**config.mk**
```make
export PLATFORM = sky130hd
export DESIGN_NAME = mpuart_rx
export DESIGN_NICKNAME = d
export VERILOG_FILES = /design/src/rtl/mpuart_pkg.sv /design/src/rtl/mpuart_sampler.sv /design/src/rtl/mpuart_accept.sv /design/src/rtl/mpuart_rx.sv
export SDC_FILE = /design/constraint.sdc
export NUM_CORES = 1
export LEC_CHECK = 0
export BUFFER_PORTS_ARGS = -buffer_cell sky130_fd_sc_hd__buf_2
export CORE_MARGIN = 2
export CORE_UTILIZATION = 44
export CTS_CLUSTER_DIAMETER = 80
export DETAILED_ROUTE_END_ITERATION = 10
export GPL_TIMING_DRIVEN = 1
export HOLD_SLACK_MARGIN = 0.08
export SLEW_MARGIN = 20
export SYNTH_ARGS = -nofsm -noshare
export SYNTH_HDL_FRONTEND = slang
export SYNTH_HIERARCHICAL = 1
export SYNTH_SLANG_ARGS = --single-unit
export TNS_END_PERCENT = 50
```
**constraint.sdc**
```tcl
create_clock -name clk -period 2.6 [get_ports clk]
set_input_delay 0.52 -clock clk [delete_from_list [all_inputs] [get_ports clk]]
set_output_delay 0.52 -clock clk [all_outputs]
set_load 0.02 [all_outputs]
```
**src/rtl/mpuart_pkg.sv**
```systemverilog
package mpuart_pkg;
  typedef enum logic [1:0] {
    RX_IDLE  = 2'd0,
    RX_START = 2'd1,
    RX_BITS  = 2'd2,
    RX_STOP  = 2'd3
  } rx_state_e;
endpackage

```
**src/rtl/mpuart_sampler.sv**
```systemverilog
module mpuart_sampler
  import mpuart_pkg::*;
#(
  parameter int DATA_W = 8,
  parameter int OSR    = 16
) (
  input  logic              clk,
  input  logic              rst_n,
  input  logic              tick,
  input  logic              rxd,
  output logic              done,
  output logic [DATA_W-1:0] data,
  output logic              mpb,
  output logic              stop_ok
);
  localparam int FRAME_BITS = DATA_W + 1;
  localparam int CNT_W      = $clog2(OSR);
  localparam int IDX_W      = $clog2(FRAME_BITS + 1);
  localparam logic [CNT_W-1:0] MID  = CNT_W'(OSR / 2 - 1);
  localparam logic [CNT_W-1:0] LAST = CNT_W'(OSR - 1);

  rx_state_e             state;
  logic [CNT_W-1:0]      cnt;
  logic [IDX_W-1:0]      idx;
  logic [FRAME_BITS-1:0] sh;
  logic                  prev;

  assign data = sh[DATA_W-1:0];
  assign mpb  = sh[FRAME_BITS-1];

  always_ff @(posedge clk or negedge rst_n) begin
    if (!rst_n) begin
      state   <= RX_IDLE;
      cnt     <= '0;
      idx     <= '0;
      sh      <= '0;
      prev    <= 1'b1;
      done    <= 1'b0;
      stop_ok <= 1'b1;
    end else begin
      done <= 1'b0;
      if (tick) begin
        prev <= rxd;
        unique case (state)
          RX_IDLE: if (!rxd && prev) begin
            state <= RX_START;
            cnt   <= '0;
          end
          RX_START: if (cnt == MID) begin
            cnt   <= '0;
            idx   <= '0;
            state <= rxd ? RX_IDLE : RX_BITS;
          end else cnt <= cnt + 1'b1;
          RX_BITS: if (cnt == LAST) begin
            cnt <= '0;
            sh  <= {rxd, sh[FRAME_BITS-1:1]};
            if (idx == IDX_W'(FRAME_BITS - 1)) state <= RX_STOP;
            else idx <= idx + 1'b1;
          end else cnt <= cnt + 1'b1;
          RX_STOP: if (cnt == LAST) begin
            done    <= 1'b1;
            stop_ok <= rxd;
            state   <= RX_IDLE;
          end else cnt <= cnt + 1'b1;
          default: state <= RX_IDLE;
        endcase
      end
    end
  end


  done_pulse_chk: assert property (@(posedge clk) disable iff (!rst_n)
    done |=> !done);
endmodule

```
**src/rtl/mpuart_accept.sv**
```systemverilog
module mpuart_accept #(
  parameter int DATA_W = 8
) (
  input  logic              clk,
  input  logic              rst_n,
  input  logic              done,
  input  logic [DATA_W-1:0] fr_data,
  input  logic              fr_mpb,
  input  logic              fr_stop_ok,
  input  logic              rdy,
  input  logic              skip_wr,
  input  logic              skip_wdata,
  input  logic              err_clr,
  output logic              valid,
  output logic [DATA_W-1:0] rdata,
  output logic              rmpb,
  output logic              irq,
  output logic              skip_en,
  output logic              frm_err,
  output logic              ovr_err
);
  logic good, take, lost, load, hw_clr;

  always_comb begin
    good   = done && fr_stop_ok;
    take   = good && (!skip_en || fr_mpb);
    lost   = take && valid && !rdy;
    load   = take && !lost;
    hw_clr = good && fr_mpb;
  end

  always_ff @(posedge clk or negedge rst_n) begin
    if (!rst_n) begin
      valid   <= 1'b0;
      rdata   <= '0;
      rmpb    <= 1'b0;
      irq     <= 1'b0;
      skip_en <= 1'b0;
      frm_err <= 1'b0;
      ovr_err <= 1'b0;
    end else begin
      irq <= load;
      if (load) begin
        rdata <= fr_data;
        rmpb  <= fr_mpb;
        valid <= 1'b1;
      end else if (rdy) begin
        valid <= 1'b0;
      end
      if (skip_wr)     skip_en <= skip_wdata;
      else if (hw_clr) skip_en <= 1'b0;
      if (done && !fr_stop_ok) frm_err <= 1'b1;
      else if (err_clr)        frm_err <= 1'b0;
      if (lost)                ovr_err <= 1'b1;
      else if (err_clr)        ovr_err <= 1'b0;
    end
  end


  skip_drop_chk: assert property (@(posedge clk) disable iff (!rst_n)
    done && fr_stop_ok && skip_en && !fr_mpb |=> $stable(rdata) && !irq);

  irq_full_chk: assert property (@(posedge clk) disable iff (!rst_n)
    irq |-> valid);

  skip_clear_chk: assert property (@(posedge clk) disable iff (!rst_n)
    done && fr_stop_ok && fr_mpb && !skip_wr |=> !skip_en);

  data_hold_chk: assert property (@(posedge clk) disable iff (!rst_n)
    valid && !rdy |=> valid && $stable(rdata));

  frm_keep_chk: assert property (@(posedge clk) disable iff (!rst_n)
    done && !fr_stop_ok |=> frm_err && $stable(rdata));

  ovr_keep_chk: assert property (@(posedge clk) disable iff (!rst_n)
    done && fr_stop_ok && !skip_en && valid && !rdy |=> ovr_err && $stable(rdata));

  wr_prio_chk: assert property (@(posedge clk) disable iff (!rst_n)
    skip_wr |=> skip_en == $past(skip_wdata));
endmodule

```
**src/rtl/mpuart_rx.sv**
```systemverilog
module mpuart_rx #(
  parameter int DATA_W = 8,
  parameter int OSR    = 16
) (
  input  logic              clk,
  input  logic              rst_n,
  input  logic              rxd,
  input  logic              tick16,
  input  logic              skip_wr,
  input  logic              skip_wdata,
  input  logic              err_clr,
  input  logic              rx_ready,
  output logic              rx_valid,
  output logic [DATA_W-1:0] rx_data,
  output logic              rx_mpb,
  output logic              rx_irq,
  output logic              skip_en,
  output logic              frm_err,
  output logic              ovr_err
);
  logic              f_done, f_mpb, f_stop_ok;
  logic [DATA_W-1:0] f_data;

  mpuart_sampler #(.DATA_W(DATA_W), .OSR(OSR)) u_sampler (
    .clk(clk), .rst_n(rst_n), .tick(tick16), .rxd(rxd),
    .done(f_done), .data(f_data), .mpb(f_mpb), .stop_ok(f_stop_ok)
  );

  mpuart_accept #(.DATA_W(DATA_W)) u_accept (
    .clk(clk), .rst_n(rst_n), .done(f_done), .fr_data(f_data),
    .fr_mpb(f_mpb), .fr_stop_ok(f_stop_ok), .rdy(rx_ready),
    .skip_wr(skip_wr), .skip_wdata(skip_wdata), .err_clr(err_clr),
    .valid(rx_valid), .rdata(rx_data), .rmpb(rx_mpb), .irq(rx_irq),
    .skip_en(skip_en), .frm_err(frm_err), .ovr_err(ovr_err)
  );
endmodule

```
==> impl_metrics.env, run 1 <==
export IMPL_path_class="register to register"
export IMPL_cap_viol_max_count=0
export IMPL_finalWirelength_um=2870
export IMPL_root_buffer="clkbuf_8"
export IMPL_clock_latency_ns=0.29
export IMPL_fp_dieArea_um2=4440
export IMPL_max_vdd_ir_drop_v=0.000394
export IMPL_portBuffers=21
export IMPL_gp_congestion=0.812
export IMPL_post_route_worst_setup_slack_ns=0.755
export IMPL_cts_buffers=5
export IMPL_regArea_um2=903
export IMPL_dp_slack_ns=0.783
export IMPL_hold_buffers=0
export IMPL_dpl_instance_area_um2=1850
export IMPL_start_util=0.465
export IMPL_hold_viol_final=0
export IMPL_htree_levels=2
export IMPL_hpwl_um=1930
export IMPL_ys_seq_area_frac=0.523
export IMPL_synth_avg_cell_area_um2=11.6
export IMPL_overflow=0
export IMPL_rows=22
export IMPL_ys_dominant_reg_cell="dfrtp_1"
export IMPL_num_fill_cells=325
export IMPL_cp_max_fo=10
export IMPL_grt_pass1_vias=1178
export IMPL_clockBufferDepth=2
export IMPL_insertedDiodeCount=0
export IMPL_multiInputGateArea_um2=751
export IMPL_async_reset_ff_frac=1.00
export IMPL_fin_area_um2=1940
export IMPL_synth_top_cell_area_share=0.492
export IMPL_startpoint_type="register"
export IMPL_period_share=0.710
export IMPL_area_growth_pct=12.1
export IMPL_die_y_um=66.7
export IMPL_power_density_nw_per_um2=762
export IMPL_arrival_ns=2.02
export IMPL_drt_pass1_iter_count=6
export IMPL_fin_setup_tns_ns=0
export IMPL_synth_cells=149
export IMPL_grt_use_total=0.157
export IMPL_synth_area_leader_cell="dfrtp_1"
export IMPL_drc_errors=0
export IMPL_power_frac_comb=0.214
export IMPL_grt_pass1_wl_um=5180
export IMPL_clkTransAtPathRegs_ns=0.07
export IMPL_cts_resized=0
export IMPL_cp_end_kind="register"
export IMPL_synthTopCellsByArea="dfrtp_1, mux2_2, dfstp_2, ha_1, nand2_1"
export IMPL_drtIter0Drc=66
export IMPL_drive_above_1_share=0.359
export IMPL_worst_pin_slew_ns=0.773
export IMPL_synth_distinct_cells=42
export IMPL_outcome="finished, final reports clean"
export IMPL_layout_commonest_cell="dfrtp_1"
export IMPL_fmax_mhz=542
export IMPL_rsz0062_at_grt="no"
export IMPL_period_needed_ns=1.84
export IMPL_drv_slew=0
export IMPL_wl_per_cell_um=13.2
export IMPL_io_pins=22
export IMPL_viasPerCell=5.42
export IMPL_cts_sinks=36
export IMPL_antenna_found_initial=0
export IMPL_grt_max_degree=37
export IMPL_synth_edf_count=0
export IMPL_synth_area_um2=1730
export IMPL_slew_headroom=0.485
export IMPL_fin_skew_ns=0.00588
export IMPL_p_int_uw=978
export IMPL_synth_warnings=6
export IMPL_hp_class="input port to asynchronous set/reset pin"
export IMPL_seqPwrFrac=0.521
export IMPL_ys_seq_elements=36
export IMPL_synth_fp_nets=160
export IMPL_switching_power_uw=498
export IMPL_finalSetupViolations=0
export IMPL_p_clk_frac=0.265
export IMPL_leakage_uw=0.000955
export IMPL_vias=1181
export IMPL_worstPathRequired_ns=2.78
export IMPL_final_cell_mix="dfrtp_1, buf_2, mux2_2"
export IMPL_ant_nets=0
export IMPL_fp_dieW_um=66.7
export IMPL_switching_share=0.337
export IMPL_cts_tree="built"
export IMPL_postCtsSetupBuffers=0
export IMPL_num_nets_final=180
export IMPL_coreArea_um2=3720
[cell families (layout without fill, tap and decap cells)]
family,after synthesis,count (layout),share of synthesized area
buffers and inverters,16,37,0.0427
muxes,21,21,0.137
AOI/OAI and AO/OA,32,32,0.127
and+or+nand+nor,41,41,0.148
DFF,36,36,0.523
adders and majority gates,3,3,0.0217
[area by class of cell]
type / instances / share of cell area
sequential: 36 / 0.466
clock inverter: 3 / 0.00969
timing repair buffer: 21 / 0.0543
inverter: 8 / 0.0155
clock buffer: 5 / 0.0355
tap: 48 / 0.0310
multi-input combinational: 97 / 0.388
[routing by layer]
layer / GRT usage / part of all wire
met5: 0 / 0
met4: 0.0918 / 0.025
met3: 0.0405 / 0.038
met2: 0.245 / 0.47
met1: 0.194 / 0.47
[worst max-delay path, stage by stage (launching register included)]
cell     delay, ns
dfrtp_1       0.38
ha_1          0.36
nand3_2       0.17
nor3_4        0.43
mux2_2        0.39
[synth_stat cells (2+ instances only)]
| cell type | number |
|---|---|
| o21ai_0 | 5 |
| nor2b_1 | 3 |
| a21oi_1 | 5 |
| nor2_1 | 7 |
| or2_2 | 2 |
| mux2_2 | 21 |
| o22ai_1 | 3 |
| nor3_4 | 2 |
| dfrtp_1 | 34 |
| a21o_1 | 2 |
| nand4_1 | 3 |
| o31ai_1 | 4 |
| nand2_1 | 9 |
| inv_1 | 8 |
| o221ai_1 | 2 |
| buf_2 | 5 |
| o21a_1 | 2 |
| nand2b_1 | 3 |
| dfstp_2 | 2 |
| nand3_1 | 3 |
| ha_1 | 3 |
[power by group through the flow]
stage	Sequential [uW]	Clock, uW	Combinational [uW]
after floorplan	683	0	358
after global placement	772	0	309
after detailed placement	775	0	315
after CTS	766	406	319
after global routing	791	422	368
final	768	391	316
[flip-flops by register name, summed over array words and instances (netlist names), 4 cells and up, named ones only]
name,count
u_sampler/sh,9
u_accept/rdata,8
u_sampler/cnt,4
u_sampler/idx,4
[worst paths after layout]
path	startpoint	to	slack [ns]	depth (start not counted)
max reg2reg	u_sampler/cnt[0]	u_sampler/sh[4]	0.76	4
max	u_sampler/cnt[0]	u_sampler/sh[4]	0.76	4
min reg2reg	u_accept/rmpb	u_accept/rmpb	0.50	2
min	rst_n	u_accept/frm_err	0.30	1
max in group asynchronous	rst_n	u_sampler/cnt[1]	1.80	1
min in group clk	err_clr	u_accept/frm_err	0.44	2
[per-stage QoR]
| stage | hold WS (ns) | instances | power (uW) | util |
|---|---|---|---|---|
| 5_1_grt | 0.373 | 218 | 1580 | 0.521 |
| 4_1_cts | 0.330 | 218 | 1490 | 0.521 |
| 6_report | 0.305 | 218 | 1480 | 0.521 |
| 3_5_place_dp | 0.494 | 210 | 1090 | 0.498 |
| 3_3_place_gp | 0.473 | 210 | 1080 | 0.498 |
| 2_1_floorplan | 0.224 | 149 | 1040 | - |
Power figures use the tool's default switching activity.
==> run 2: changes to the inputs <==
clock period = 1.7 ns   (was 2.6 ns; I/O delays follow)
==> run 2 against run 1 <==
Effect of this change:
- first-iteration DRC count down 7.6%
- sequential share of layout area down 2.8 points
- via count up 1.7%
- setup slack worse by 0.65 ns
- clock power up 90%
- sequential power up 43%
- worst hold slack worse by 0.055 ns
- power up 70%
==> impl_metrics.env, run 2 (synthesis gave the netlist of run 1 again) <==
export IMPL_outcome="finished, final reports clean"
export IMPL_drtIter0Drc=61
export IMPL_path_cells="nand2_2 > nor3_4 > mux2_2"
export IMPL_hpwl_um=2260
export IMPL_gp_congestion=0.871
export IMPL_fin_skew_ns=0.00421
export IMPL_cts_buffers=5
export IMPL_reg2reg_to="u_accept/rdata[0]"
export IMPL_vias=1201
export IMPL_leakage_uw=0.00102
export IMPL_crit_family="flip-flops"
export IMPL_worst_pin_slew_ns=0.463
export IMPL_path_buf_inv=0
export IMPL_r2r_slack_ns=0.11
export IMPL_hold_start="err_clr"
export IMPL_antenna_found_initial=0
export IMPL_viasPerCell=5.24
export IMPL_r2r_start="u_sampler/stop_ok"
export IMPL_num_nets_final=191
export IMPL_dr_wl_met3_um=106
export IMPL_worstPathRequired_ns=1.87
export IMPL_power_density_nw_per_um2=1220
export IMPL_clkTransAtPathRegs_ns=0.07
export IMPL_drc_errors=0
export IMPL_dp_slack_ns=0.0693
export IMPL_period_needed_ns=1.59
export IMPL_portBuffers=21
export IMPL_wl_per_cell_um=13.1
export IMPL_reg2reg_depth=3
export IMPL_root_buffer="clkbuf_8"
export IMPL_power_uw=2510
export IMPL_fp_dieArea_um2=4440
export IMPL_finalWirelength_um=3010
export IMPL_start_util=0.465
export IMPL_fin_setup_tns_ns=0
export IMPL_io_pins=22
export IMPL_grt_max_degree=22
export IMPL_area_growth_pct=19.3
export IMPL_rsz0062_at_grt="no"
export IMPL_arrival_ns=1.76
export IMPL_slew_headroom=0.691
export IMPL_period_share=0.937
export IMPL_cts_tree="built"
export IMPL_cp_slowest_stage_delay_ns=0.58
export IMPL_drt_pass1_iter_count=4
export IMPL_cp_end_kind="register"
export IMPL_overflow=0
export IMPL_wl_met1_um=1380
export IMPL_reg_top3="u_sampler/sh: 9 flops, u_accept/rdata: 8 flops"
export IMPL_hold_viol_final=0
export IMPL_hp_class="input port to register"
export IMPL_clockBufferDepth=2
export IMPL_grt_use_total=0.155
export IMPL_path_class="register to register"
export IMPL_die_y_um=66.7
export IMPL_drive_above_1_share=0.398
export IMPL_cap_viol_max_count=0
export IMPL_clock_latency_ns=0.28
export IMPL_critPathSlowestCell="dfstp_2"
export IMPL_drv_slew=0
export IMPL_finalSetupViolations=0
export IMPL_insertedDiodeCount=0
export IMPL_layout_commonest_cell="dfrtp_1"
export IMPL_coreArea_um2=3720
export IMPL_final_cell_mix="dfrtp_1, buf_2, mux2_2"
export IMPL_cp_max_fo=9
export IMPL_fp_dieW_um=66.7
export IMPL_top_layer="met4"
export IMPL_min_to="u_accept/frm_err"
export IMPL_startpoint_type="register"
export IMPL_max_vdd_ir_drop_v=0.000669
export IMPL_largest_register_ffs=9
export IMPL_ant_nets=0
export IMPL_regMostFlops="u_sampler/sh"
export IMPL_holdPathStages=2
export IMPL_htree_levels=2
export IMPL_met2_length_um=1490
export IMPL_rows=22
export IMPL_grt_pass1_wl_um=5140
export IMPL_cts_sinks=36
export IMPL_grt_pass1_vias=1165
export IMPL_fmax_mhz=628
export IMPL_post_route_worst_setup_slack_ns=0.107
-- run 2: power by group --
| part | leakage, uW | internal (uW) | switching (uW) |
|---|---|---|---|
| Combinational | 0.000491 | 327 | 338 |
| Clock | 0.0000541 | 434 | 309 |
| Sequential | 0.000470 | 969 | 133 |
-- run 2: stage by stage --
stage	hold slack, ns	area [um^2]	util	cells
2_1_floorplan	0.0444	1730	-	149
3_3_place_gp	0.310	1930	0.519	219
6_report	0.250	2060	0.555	229
5_1_grt	0.247	2060	0.555	229
3_5_place_dp	0.318	1930	0.519	219
4_1_cts	0.240	2050	0.552	228
-- run 2: final cells by class --
cell class                      instances  area [um^2]
Timing Repair Buffer                   32          203
Multi-Input combinational cell         97          753
Clock buffer                            5         68.8
Tap cell                               48         60.1
Clock inverter                          3         42.5
Fill cell                             333         1660
Sequential cell                        36          903
Inverter                                8         30.0
-- run 2: worst max-delay path by stage --
stage                       from           endpoint  slack [ns]  cells after the start
3_3_place_gp    u_sampler/idx[0]   u_sampler/idx[0]        0.13                      6
5_1_grt        u_sampler/stop_ok  u_accept/rdata[0]       0.007                      3
2_1_floorplan   u_sampler/cnt[0]    u_sampler/sh[8]        0.09                      5
4_1_cts         u_sampler/idx[0]   u_sampler/idx[0]        0.06                      6
3_5_place_dp    u_sampler/idx[0]   u_sampler/idx[0]        0.07                      6
6_report       u_sampler/stop_ok  u_accept/rdata[0]        0.11                      3
-- run 2: timing repair --
| item | CTS | global route |
|---|---|---|
| hold buffers | 1 | 0 |
| gates resized for setup | 0 | 1 |
| endpoints found under the setup margin | 0 | 2 |
| buffers inserted | 0 | 1 |
| endpoints found under the hold margin | 19 | 0 |
-- run 2: per-layer routing --
metal | track usage | up-vias
met3 | 0.0507 | 6
li1 | - | 595
met4 | 0.0536 | 0
met5 | 0 | -
met1 | 0.187 | 581
met2 | 0.259 | 19
==> run 3: changes to the inputs <==
CELL_PAD_IN_SITES_DETAIL_PLACEMENT = 0   (was unset)
CELL_PAD_IN_SITES_GLOBAL_PLACEMENT = 1   (was unset)
PLACE_DENSITY_LB_ADDON = 0.1   (was unset)
==> run 3 against run 2 <==
Effect of this change:
- utilization increased by 0.27 points
- sequential power about the same
- via count decreased by 1.2%
- combinational power decreased by 4.8%
- fmax decreased by 0.46%
- sequential share of layout area decreased by 0.15 points
- final area increased by 0.49%
- die area unchanged
- wire length increased by 4.8%
- largest power group unchanged
==> impl_metrics.env, run 3 (synthesis gave the netlist of run 1 again) <==
export IMPL_grt_use_total=0.159
export IMPL_stdcell_count=226
export IMPL_insertedDiodeCount=0
export IMPL_dpl_instance_area_um2=1940
export IMPL_period_needed_ns=1.60
export IMPL_layout_commonest_cell="dfrtp_1"
export IMPL_cts_tree="built"
export IMPL_fin_skew_ns=0.00442
export IMPL_gp_congestion=0.846
export IMPL_leakage_uw=0.00101
export IMPL_io_pins=22
export IMPL_wl_per_cell_um=14.0
export IMPL_worstPathRequired_ns=1.87
export IMPL_largest_register_ffs=9
export IMPL_overflow=0
export IMPL_startpoint_type="register"
export IMPL_die_y_um=66.7
export IMPL_grt_pass1_vias=1197
export IMPL_critPathSlowestCell="dfrtp_2"
export IMPL_reg2reg_depth=5
export IMPL_root_buffer="clkbuf_8"
export IMPL_fp_dieW_um=66.7
export IMPL_htree_levels=2
export IMPL_postCtsSetupBuffers=0
export IMPL_num_fill_cells=328
export IMPL_viasPerCell=5.25
export IMPL_drtIter0Drc=123
export IMPL_coreArea_um2=3720
export IMPL_finalWirelength_um=3150
export IMPL_fmax_mhz=625
export IMPL_vias=1186
export IMPL_cp_max_fo=5
export IMPL_grt_max_degree=37
export IMPL_final_cell_mix="dfrtp_1, buf_2, mux2_2"
export IMPL_cp_end_kind="register"
export IMPL_clock_latency_ns=0.29
export IMPL_cts_sinks=36
export IMPL_cts_buffers=5
export IMPL_cap_viol_max_count=0
export IMPL_finalSetupViolations=0
export IMPL_ant_nets=0
export IMPL_reg_top3="u_sampler/sh: 9 flops, u_accept/rdata: 8 flops"
export IMPL_crit_start="u_sampler/idx[0]"
export IMPL_drive_above_1_share=0.399
export IMPL_fin_area_um2=2070
export IMPL_fp_dieArea_um2=4440
export IMPL_max_vdd_ir_drop_v=0.000607
export IMPL_area_growth_pct=19.8
export IMPL_r2r_start="u_sampler/idx[0]"
export IMPL_slew_headroom=0.744
export IMPL_holdPathStages=2
export IMPL_post_place_cells=217
export IMPL_clkTransAtPathRegs_ns=0.07
export IMPL_drc_errors=0
export IMPL_holdWs_ns=0.254
export IMPL_drv_slew=0
export IMPL_period_share=0.941
export IMPL_grt_pass1_wl_um=5360
export IMPL_rows=22
export IMPL_cp_slowest_stage_delay_ns=0.44
export IMPL_clockBufferDepth=2
export IMPL_hp_class="input port to register"
export IMPL_drt_pass1_iter_count=4
export IMPL_outcome="finished, final reports clean"
export IMPL_arrival_ns=1.77
export IMPL_path_cells="inv_1 > ha_1 > and3b_1 > and4bb_2 > a221o_1"
export IMPL_hold_start="err_clr"
export IMPL_num_nets_final=188
export IMPL_antenna_found_initial=0
export IMPL_hold_viol_final=0
export IMPL_hpwl_um=2200
export IMPL_start_util=0.465
export IMPL_regMostFlops="u_sampler/sh"
export IMPL_path_class="register to register"
export IMPL_portBuffers=21
export IMPL_worst_pin_slew_ns=0.384
export IMPL_power_density_nw_per_um2=1210
==> run 3: final timing paths <==
| check | endpoint | slack (ns) |
|---|---|---|
| worst max-delay path | u_sampler/idx[0] | 0.1 |
| worst min-delay path | u_accept/frm_err | 0.25 |
| worst max register to register | u_sampler/idx[0] | 0.1 |
| worst min register to register | u_accept/rmpb | 0.49 |
| max in group asynchronous | u_sampler/prev | 0.90 |
| min in group asynchronous | u_accept/rdata[7] | 0.55 |
==> run 3: area by class of cell <==
type / count / area, um^2 / area share
Inverter: 8 / 30.0 / 0.0145
Tap cell: 48 / 60.1 / 0.0290
Timing Repair Buffer: 29 / 205 / 0.0991
Multi-Input combinational cell: 97 / 759 / 0.367
Sequential cell: 36 / 905 / 0.437
Clock inverter: 3 / 42.5 / 0.0205
Clock buffer: 5 / 68.8 / 0.0332
==> run 3: layer usage <==
metal	routed length, um	vias up	share of wire	global-route usage
met3	126	2	0.040	0.0355
met4	19	0	0.0060	0.0536
met5	0	-	0	0
met2	1500	22	0.48	0.253
li1	-	591	-	-
met1	1510	571	0.48	0.215
==> run 3: per-stage QoR <==
step	setup WS [ns]	setup TNS [ns]	utilization	power (uW)
6_report	0.0999	0	0.557	2500
5_1_grt	-0.00931	-0.0108	0.557	2660
4_1_cts	0.0298	0	0.555	2510
3_5_place_dp	0.0433	0	0.522	1750
3_3_place_gp	0.102	0	0.522	1730
2_1_floorplan	0.0878	0	-	1590
==> run 3: report_power, final <==
| group | leakage (uW) | switching [uW] | internal [uW] |
|---|---|---|---|
| logic | 0.000488 | 332 | 301 |
| clock network | 0.0000541 | 314 | 434 |
| registers | 0.000469 | 153 | 969 |
| total | 0.00101 | 799 | 1700 |
==> run 3: what timing repair did <==
action	4_1_cts	5_1_grt
setup endpoints to repair	0	2
endpoints found under the hold margin	34	0
hold buffers	1	0
gates resized for setup	0	3
==> run 3: critical path, delay by kind of cell, from the launching register on <==
kind	cells	cell delay, ns
simple gates	2	0.48
flops	1	0.44
compound gates	1	0.32
fa+ha+maj	1	0.15
buf+inv	1	0.09
